[src/rtl/dpwm_pkg.sv]
package dpwm_pkg;

   // Tick length selector
   typedef enum logic {
      TICK_FAST = 1'b0,
      TICK_SLOW = 1'b1
   } tick_sel_e;

   // Resolution selector
   typedef enum logic {
      RES_NARROW = 1'b0,
      RES_WIDE   = 1'b1
   } res_mode_e;

endpackage

[src/rtl/dpwm_prescaler.sv]
module dpwm_prescaler
   import dpwm_pkg::*;
#(
   parameter int FAST_DIV = 2,
   parameter int SLOW_DIV = 4
) (
   input  logic      clk,
   input  logic      rst_n,
   input  tick_sel_e sel,
   output logic      tick_en
);

   localparam int CNT_W = $clog2(SLOW_DIV);
   localparam logic [CNT_W-1:0] FAST_LAST = CNT_W'(FAST_DIV - 1);
   localparam logic [CNT_W-1:0] SLOW_LAST = CNT_W'(SLOW_DIV - 1);

   if (FAST_DIV < 2 || SLOW_DIV <= FAST_DIV) begin : g_bad_div
      $error("dpwm_prescaler: need 2 <= FAST_DIV < SLOW_DIV");
   end

   logic [CNT_W-1:0] cnt_q;
   logic [CNT_W-1:0] last;

   assign last    = (sel == TICK_SLOW) ? SLOW_LAST : FAST_LAST;
   assign tick_en = (cnt_q >= last);

   always_ff @(posedge clk or negedge rst_n) begin
      if (!rst_n) begin
         cnt_q <= '0;
      end else if (tick_en) begin
         cnt_q <= '0;
      end else begin
         cnt_q <= cnt_q + 1'b1;
      end
   end

   // a tick never lasts a single clock
   a_r3_tick_gap : assert property (@(posedge clk) disable iff (!rst_n)
      tick_en |=> !tick_en);

endmodule

[src/rtl/dpwm_timebase.sv]
module dpwm_timebase
   import dpwm_pkg::*;
#(
   parameter int BASE_W      = 8,
   parameter int NARROW_UP_W = 4,
   parameter int WIDE_UP_W   = 6
) (
   input  logic                 clk,
   input  logic                 rst_n,
   input  logic                 tick_en,
   input  res_mode_e            mode,
   output logic [BASE_W-1:0]    tick_idx,
   output logic [WIDE_UP_W-1:0] sub_idx,
   output logic                 frame_end
);

   localparam logic [BASE_W-1:0]    TICK_LAST  = '1;
   localparam logic [WIDE_UP_W-1:0] SUB_LAST_W = '1;
   localparam logic [WIDE_UP_W-1:0] SUB_LAST_N = WIDE_UP_W'((1 << NARROW_UP_W) - 1);

   logic [WIDE_UP_W-1:0] sub_last;
   logic                 sub_end;

   assign sub_last  = (mode == RES_WIDE) ? SUB_LAST_W : SUB_LAST_N;
   assign sub_end   = tick_en && (tick_idx == TICK_LAST);
   assign frame_end = sub_end && (sub_idx >= sub_last);

   always_ff @(posedge clk or negedge rst_n) begin
      if (!rst_n) begin
         tick_idx <= '0;
      end else if (tick_en) begin
         tick_idx <= tick_idx + 1'b1;
      end
   end

   always_ff @(posedge clk or negedge rst_n) begin
      if (!rst_n) begin
         sub_idx <= '0;
      end else if (frame_end) begin
         sub_idx <= '0;
      end else if (sub_end) begin
         sub_idx <= sub_idx + 1'b1;
      end
   end

   // narrow mode never walks past sub-period 15
   a_r1_narrow_range : assert property (@(posedge clk) disable iff (!rst_n)
      (mode == RES_NARROW) |-> (sub_idx <= SUB_LAST_N));

   // every main period ends by returning to sub-period 0
   a_r7_frame_wrap : assert property (@(posedge clk) disable iff (!rst_n)
      frame_end |=> (sub_idx == '0) && (tick_idx == '0));

endmodule

[src/rtl/dpwm_dither.sv]
module dpwm_dither
   import dpwm_pkg::*;
#(
   parameter int NARROW_UP_W = 4,
   parameter int WIDE_UP_W   = 6
) (
   input  logic                 clk,
   input  logic                 rst_n,
   input  res_mode_e            mode,
   input  logic [WIDE_UP_W-1:0] sub_idx,
   input  logic [WIDE_UP_W-1:0] up_bits,
   output logic                 extra
);

   logic [WIDE_UP_W-1:0] lowest;
   logic [WIDE_UP_W-1:0] rev_wide;
   logic [WIDE_UP_W-1:0] rev_narrow;

   // one-hot of the lowest set bit of the index (zero for index 0)
   assign lowest = sub_idx & (~sub_idx + 1'b1);

   // bit reversal: index LSB position picks the most significant upper bit
   for (genvar b = 0; b < WIDE_UP_W; b++) begin : g_rev
      assign rev_wide[b] = up_bits[WIDE_UP_W-1-b];
      if (b < NARROW_UP_W) begin : g_in
         assign rev_narrow[b] = up_bits[NARROW_UP_W-1-b];
      end else begin : g_out
         assign rev_narrow[b] = 1'b0;
      end
   end

   assign extra = |(lowest & ((mode == RES_WIDE) ? rev_wide : rev_narrow));

   // sub-period 0 never carries the extra tick
   a_r5_idx0_none : assert property (@(posedge clk) disable iff (!rst_n)
      (sub_idx == '0) |-> !extra);

   // the selector addresses at most one upper bit
   a_r5_one_bit : assert property (@(posedge clk) disable iff (!rst_n)
      $onehot0(lowest));

endmodule

[src/rtl/dpwm_gen.sv]
module dpwm_gen
   import dpwm_pkg::*;
#(
   parameter int BASE_W      = 8,
   parameter int NARROW_UP_W = 4,
   parameter int WIDE_UP_W   = 6,
   parameter int FAST_DIV    = 2,
   parameter int SLOW_DIV    = 4
) (
   input  logic                        clk,
   input  logic                        rst_n,
   input  logic                        tick_sel_i,
   input  logic                        wide_i,
   input  logic                        wr_en_i,
   input  logic [BASE_W+WIDE_UP_W-1:0] wr_data_i,
   output logic                        pwm_o
);

   localparam int DATA_W = BASE_W + WIDE_UP_W;
   localparam logic [BASE_W-1:0] BASE_FULL = '1;

   if (BASE_W < 2 || NARROW_UP_W < 1 || NARROW_UP_W >= WIDE_UP_W) begin : g_bad_cfg
      $error("dpwm_gen: need BASE_W >= 2 and 1 <= NARROW_UP_W < WIDE_UP_W");
   end

   // pending and active settings
   logic [DATA_W-1:0]    pend_q;
   logic [BASE_W-1:0]    act_n_q;
   logic [WIDE_UP_W-1:0] act_m_q;
   res_mode_e            act_mode_q;
   tick_sel_e            act_tick_q;

   logic [BASE_W-1:0]    ld_n;
   logic [WIDE_UP_W-1:0] ld_m_raw;
   logic [WIDE_UP_W-1:0] ld_m;

   logic                 tick_en;
   logic [BASE_W-1:0]    tick_idx;
   logic [WIDE_UP_W-1:0] sub_idx;
   logic                 frame_end;
   logic                 extra;
   logic [BASE_W:0]      low_width;

   always_ff @(posedge clk or negedge rst_n) begin
      if (!rst_n) begin
         pend_q <= '0;
      end else if (wr_en_i) begin
         pend_q <= wr_data_i;
      end
   end

   // upper field as seen by the mode in force for the next main period
   assign ld_n = pend_q[BASE_W-1:0];
   always_comb begin
      if (wide_i) begin
         ld_m_raw = pend_q[DATA_W-1:BASE_W];
      end else begin
         ld_m_raw = '0;
         ld_m_raw[NARROW_UP_W-1:0] = pend_q[BASE_W +: NARROW_UP_W];
      end
   end
   assign ld_m = (ld_n == BASE_FULL) ? '0 : ld_m_raw;

   always_ff @(posedge clk or negedge rst_n) begin
      if (!rst_n) begin
         act_n_q    <= '0;
         act_m_q    <= '0;
         act_mode_q <= RES_NARROW;
         act_tick_q <= TICK_FAST;
      end else if (frame_end) begin
         act_n_q    <= ld_n;
         act_m_q    <= ld_m;
         act_mode_q <= res_mode_e'(wide_i);
         act_tick_q <= tick_sel_e'(tick_sel_i);
      end
   end

   dpwm_prescaler #(
      .FAST_DIV (FAST_DIV),
      .SLOW_DIV (SLOW_DIV)
   ) u_presc (
      .clk     (clk),
      .rst_n   (rst_n),
      .sel     (act_tick_q),
      .tick_en (tick_en)
   );

   dpwm_timebase #(
      .BASE_W      (BASE_W),
      .NARROW_UP_W (NARROW_UP_W),
      .WIDE_UP_W   (WIDE_UP_W)
   ) u_tb (
      .clk       (clk),
      .rst_n     (rst_n),
      .tick_en   (tick_en),
      .mode      (act_mode_q),
      .tick_idx  (tick_idx),
      .sub_idx   (sub_idx),
      .frame_end (frame_end)
   );

   dpwm_dither #(
      .NARROW_UP_W (NARROW_UP_W),
      .WIDE_UP_W   (WIDE_UP_W)
   ) u_dith (
      .clk     (clk),
      .rst_n   (rst_n),
      .mode    (act_mode_q),
      .sub_idx (sub_idx),
      .up_bits (act_m_q),
      .extra   (extra)
   );

   assign low_width = {1'b0, act_n_q} + {{BASE_W{1'b0}}, extra};

   always_ff @(posedge clk or negedge rst_n) begin
      if (!rst_n) begin
         pwm_o <= 1'b1;
      end else begin
         pwm_o <= ({1'b0, tick_idx} >= low_width);
      end
   end

   // a full base field never carries dither bits into the active set
   a_r6_no_overflow : assert property (@(posedge clk) disable iff (!rst_n)
      (act_n_q == BASE_FULL) |-> (act_m_q == '0));

   // the active setting only moves at a main-period boundary
   a_r7_hold : assert property (@(posedge clk) disable iff (!rst_n)
      !frame_end |=> $stable(act_n_q) && $stable(act_m_q)
                     && $stable(act_mode_q) && $stable(act_tick_q));

   // ticks before the base width drive the pin low
   a_r4_low_head : assert property (@(posedge clk) disable iff (!rst_n)
      (tick_idx < act_n_q) |=> !pwm_o);

   // ticks beyond base width plus one drive the pin high
   a_r4_high_tail : assert property (@(posedge clk) disable iff (!rst_n)
      ({1'b0, tick_idx} > {1'b0, act_n_q}) |=> pwm_o);

endmodule

[config.mk]
export PLATFORM = sky130hd
export DESIGN_NAME = dpwm_gen
export DESIGN_NICKNAME = d
export VERILOG_FILES = /design/src/rtl/dpwm_pkg.sv /design/src/rtl/dpwm_prescaler.sv /design/src/rtl/dpwm_timebase.sv /design/src/rtl/dpwm_dither.sv /design/src/rtl/dpwm_gen.sv
export SDC_FILE = /design/constraint.sdc
export NUM_CORES = 1
export LEC_CHECK = 0
export BUFFER_PORTS_ARGS = -buffer_cell sky130_fd_sc_hd__buf_2
export CORE_MARGIN = 2
export CORE_UTILIZATION = 49
export DETAILED_ROUTE_END_ITERATION = 6
export PLACE_DENSITY = 0.76
export SETUP_SLACK_MARGIN = 0.2
export SLEW_MARGIN = 30
export SYNTH_ARGS = -nofsm -noshare
export SYNTH_HDL_FRONTEND = slang
export SYNTH_SLANG_ARGS = --single-unit
[constraint.sdc]
create_clock -name clk -period 2.9 [get_ports clk]
set_input_delay 0.29 -clock clk [delete_from_list [all_inputs] [get_ports clk]]
set_output_delay 0.29 -clock clk [all_outputs]
set_load 0.01 [all_outputs]
==> results <==
- The run finished, with violations left.
- The checks that failed: hold timing, setup timing.
- The largest net degree at the start of global routing is 48.
- The congestion estimate from routability-driven global placement came to around 0.82.
- The synthesized netlist cell count is about 210.
- In the finished design, the share of the clock period the worst path needs comes to 1.048.
- Setup repair after global routing could not meet its margin everywhere.
- The maximum frequency from static timing analysis is 329.1 MHz.
- The worst endpoint data arrival time is roughly 3.3 ns.
- The global-route usage over all layers is 0.1775.
- The number of search-and-repair iterations in the first detailed-routing pass is 4.
- For the worst-skew pair, the clock arrives at the later sink with an insertion delay of 0.29 ns.
- The via count of the first global-routing pass is between 1500 and 2000.
- Counting flops and latches in the post-synthesis netlist gives 47.
- The register clock-pin slew on the reported worst setup and hold paths is roughly 0.08 ns.
- No sink is reached through more buffers than the 2 on the longest clock path.
- The die is between 70 and 80 µm wide.
- Buffers placed on the I/O ports in this run total 19.
- The number of pins exceeding their max-slew limit in the final report is 0.
- The share of synthesized area occupied by flip-flops and latches is 0.4767.
- Synthesis produced a netlist with a net count of approximately 250.
- For this run, the number of Yosys warnings is 0.
- The highest ir drop seen on vdd is approximately 0.00037 V.
- In this run, CTS created clock tree buffers numbering 5.
- The number of antenna violations at the first check in global routing is 0.
- The critical path capture point type is a flop.
- The worst clock skew is 0.008267 ns.
- The CTS tree is built.
- The floorplan has 25 rows.
- The final antenna-violating net count is 0.
- The floorplan step set the die height to about 75 µm.
- CTS saw between 40 and 50 sinks.
- The post-layout net count is about 280.
- The library cell used most frequently in the layout, excluding fill and tap cells, is sky130_fd_sc_hd__dfrtp_1.
- The routed wire length per instance is roughly 14 µm.
- The final hold violation count came to 26.
- The cell at the root of the clock tree is sky130_fd_sc_hd__clkbuf_8.
- The xor/xnor share of the synthesized area is 0.04610.
- In the layout the commonest cells are sky130_fd_sc_hd__dfrtp_1, sky130_fd_sc_hd__buf_2, sky130_fd_sc_hd__nand2_1.
- The area share of and/or/nand/nor cells after synthesis is 0.1221.
- The number of antenna diodes in the final layout is 0.
- Detailed placement finished with a half-perimeter wire length of 3247 µm.
- The core region area is ~4800 µm².
- The most frequently used flop master after synthesis is sky130_fd_sc_hd__dfrtp_1.
- The number of enable flip-flop cells after synthesis is 0.
- The fraction of synthesis flops using an asynchronous set or reset pin is 1.000.
- Power spread over the standard cell area amounts to 593.6 nW/µm².
- After detailed routing, the number of remaining DRC violations is 0.
- The area enclosed by the die boundary is approximately 5600 µm².
- The leakage power total is around 1.4 nW.
- Of all nets on the critical path, the largest fanout is 5.
- In this run, placement finished with an instance count of 300.
- The number of hold buffers added after cts is 0.
- After synthesis, the largest family of logic cells by area is multiplexers.
- The H-tree generated during clock tree synthesis spans 2 levels.
- For this configuration, the core starts out at a cell density of 0.5161.
- The worst-case headroom to the max-slew limit is 0.6206.
- The fraction of the mapped netlist area in compound gates is 0.08916.
- The cell area that synthesis handed to floorplanning was around 2500 µm².
- The total wire length after detailed routing is between 4000 and 5000 µm.
- Data on the critical path is required at its endpoint by roughly 3.1 ns.
- The netlist uses 43 different library cells.
- The worst hold slack across all endpoints is -0.01232 ns.
- The detailed router finished its first iteration with 73 violations.
- The adder and majority cell fraction of the synthesized area is 0.08612.
- The time the worst path needs with I/O delays and setup is between 3 and 4 ns.
- The smallest setup slack after layout is -0.1382 ns.
- The share of cells above drive strength 1 is 0.3210.
- Across all layers, the routed design uses about 1700 vias.
- The final cell count without fillers is 310.
- The first global-routing pass estimated ~7500 µm of wire.
- The critical path launch point type is a flop.
- Setup violations remaining at the end of the flow were counted as 1.
- The path class of the lowest-slack min-delay path is input port to async pin.
- The worst setup path category is flop to flop.
- The actual slew at the worst max-slew pin is approximately 0.57 ns.
- The average instance in the mapped netlist occupies approximately 12 µm².
- The top-level I/O count is 20.
- After synthesis, the share of cell area in mux cells is 0.1520.
- Summed over all layers, the global routing overflow is 0.
- The vias per cell is 5.326.
- The post-synthesis to final-layout area growth is 16.92%.
- The completed layout was analyzed and its total power is 0.001714 W.
- The max-cap check violation count is 0.
logic make-up after synthesis:
kind of cell    count (synthesis)
simple gates                   57
buf+inv                        14
mux                            30
flops                          47
xor+xnor                       13
compound gates                 31
fa+ha+maj                      17
power breakdown:
part	internal, W	switching [W]	leakage (nW)
clock network	0.000344	0.000207	0.0654
registers	0.000743	0.0000841	0.601
logic	0.000174	0.000161	0.723
total	0.00126	0.000452	1.39
area by class of cell:
| class | instances | area [µm²] |
|---|---|---|
| Inverter | 9 | 36.28 |
| Tap cell | 67 | 83.83 |
| Clock inverter | 2 | 60.06 |
| Sequential cell | 47 | 1180 |
| Multi-Input combinational cell | 148 | 1267 |
| Clock buffer | 6 | 72.57 |
| Fill cell | 385 | 1898 |
| Timing Repair Buffer | 31 | 187.7 |
worst max-delay path, stage by stage (launching register included):
cell	delay, ns
sky130_fd_sc_hd__dfrtp_2	0.45
sky130_fd_sc_hd__nor4b_2	0.34
sky130_fd_sc_hd__a221oi_1	0.14
sky130_fd_sc_hd__o22ai_1	0.16
sky130_fd_sc_hd__ha_2	0.23
sky130_fd_sc_hd__ha_4	0.14
sky130_fd_sc_hd__nand2_1	0.05
sky130_fd_sc_hd__or2_4	0.23
sky130_fd_sc_hd__xor2_1	0.15
sky130_fd_sc_hd__ha_1	0.30
sky130_fd_sc_hd__a21o_1	0.16
sky130_fd_sc_hd__a211o_1	0.26
sky130_fd_sc_hd__o221a_2	0.24
sky130_fd_sc_hd__o31a_1	0.10
registers in the layout (all words and copies together), names as in the netlist:
register / flops
pend_q: 14
act_n_q: 8
u_tb.tick_idx: 8
act_m_q: 6
u_tb.sub_idx: 6
u_presc.cnt_q: 2
act_mode_q: 1
act_tick_q: 1
pwm_o: 1
repair_timing:
item | CTS | global route
resized for setup | 2 | 2
setup buffers | 1 | 1
pin swaps | 4 | 1
setup endpoints to repair | 1 | 1
endpoints found under the hold margin | 0 | 0
Yosys cell counts, types with 2 or more instances:
cell type                   instances  area share
sky130_fd_sc_hd__dfrtp_1           46        0.47
sky130_fd_sc_hd__ha_1              17       0.086
sky130_fd_sc_hd__nand2_1           16       0.024
sky130_fd_sc_hd__mux2_2            14       0.064
sky130_fd_sc_hd__mux2_4            10       0.061
sky130_fd_sc_hd__nor2_1            10       0.015
sky130_fd_sc_hd__inv_1              9       0.014
sky130_fd_sc_hd__nand3_1            9       0.018
sky130_fd_sc_hd__xor2_1             7       0.025
sky130_fd_sc_hd__mux2_1             6       0.027
sky130_fd_sc_hd__xnor2_1            6       0.021
sky130_fd_sc_hd__a21oi_1            5       0.010
sky130_fd_sc_hd__nand4_1            5       0.013
sky130_fd_sc_hd__nor2b_1            5       0.013
sky130_fd_sc_hd__o21ai_0            5       0.010
sky130_fd_sc_hd__o21ai_1            4      0.0081
sky130_fd_sc_hd__a21o_1             2      0.0061
sky130_fd_sc_hd__a221oi_1           2      0.0071
sky130_fd_sc_hd__a2bb2oi_1          2      0.0071
sky130_fd_sc_hd__and3b_1            2      0.0071
sky130_fd_sc_hd__buf_6              2      0.0091
sky130_fd_sc_hd__clkbuf_1           2      0.0030
sky130_fd_sc_hd__nor4b_1            2      0.0071
sky130_fd_sc_hd__o31ai_1            2      0.0061
per-stage QoR:
stage	hold slack (ns)	setup TNS, ns	cell area (µm²)	util	worst slack (ns)
6_report	-0.01232	-0.1382	2888	0.6034	-0.1382
5_1_grt	0.03045	-0.2617	2888	0.6034	-0.2617
4_1_cts	0.007439	-0.1315	2872	0.6000	-0.1315
3_5_place_dp	0.3291	-0.1843	2730	0.5705	-0.1843
3_3_place_gp	0.4819	-0.1145	2728	0.5699	-0.1145
2_1_floorplan	-0.005591	-0.08773	2519	-	-0.08773
routing by layer:
layer  global-route usage  up-vias  wire length, µm
met5                    0        -                0
met4              0.04960        0               22
met3              0.03614        2               92
met2               0.2836       22             2121
met1               0.2472      808             2062
li1                     -      819                -
final timing paths:
check / from / end / slack, ns / depth (start not counted)
worst max register to register: u_tb.sub_idx[1] / pwm_o / -0.14 / 13
min in group clk: wr_data_i[2] / pend_q[2] / 0.23 / 2
max in group asynchronous: rst_n / u_tb.sub_idx[0] / 2.48 / 1
worst min register to register: u_presc.cnt_q[0] / u_presc.cnt_q[0] / 0.50 / 1
worst max-delay path: u_tb.sub_idx[1] / pwm_o / -0.14 / 13
worst min-delay path: rst_n / pend_q[3] / -0.01 / 1
Note: power is estimated with default switching activity, not from simulation.
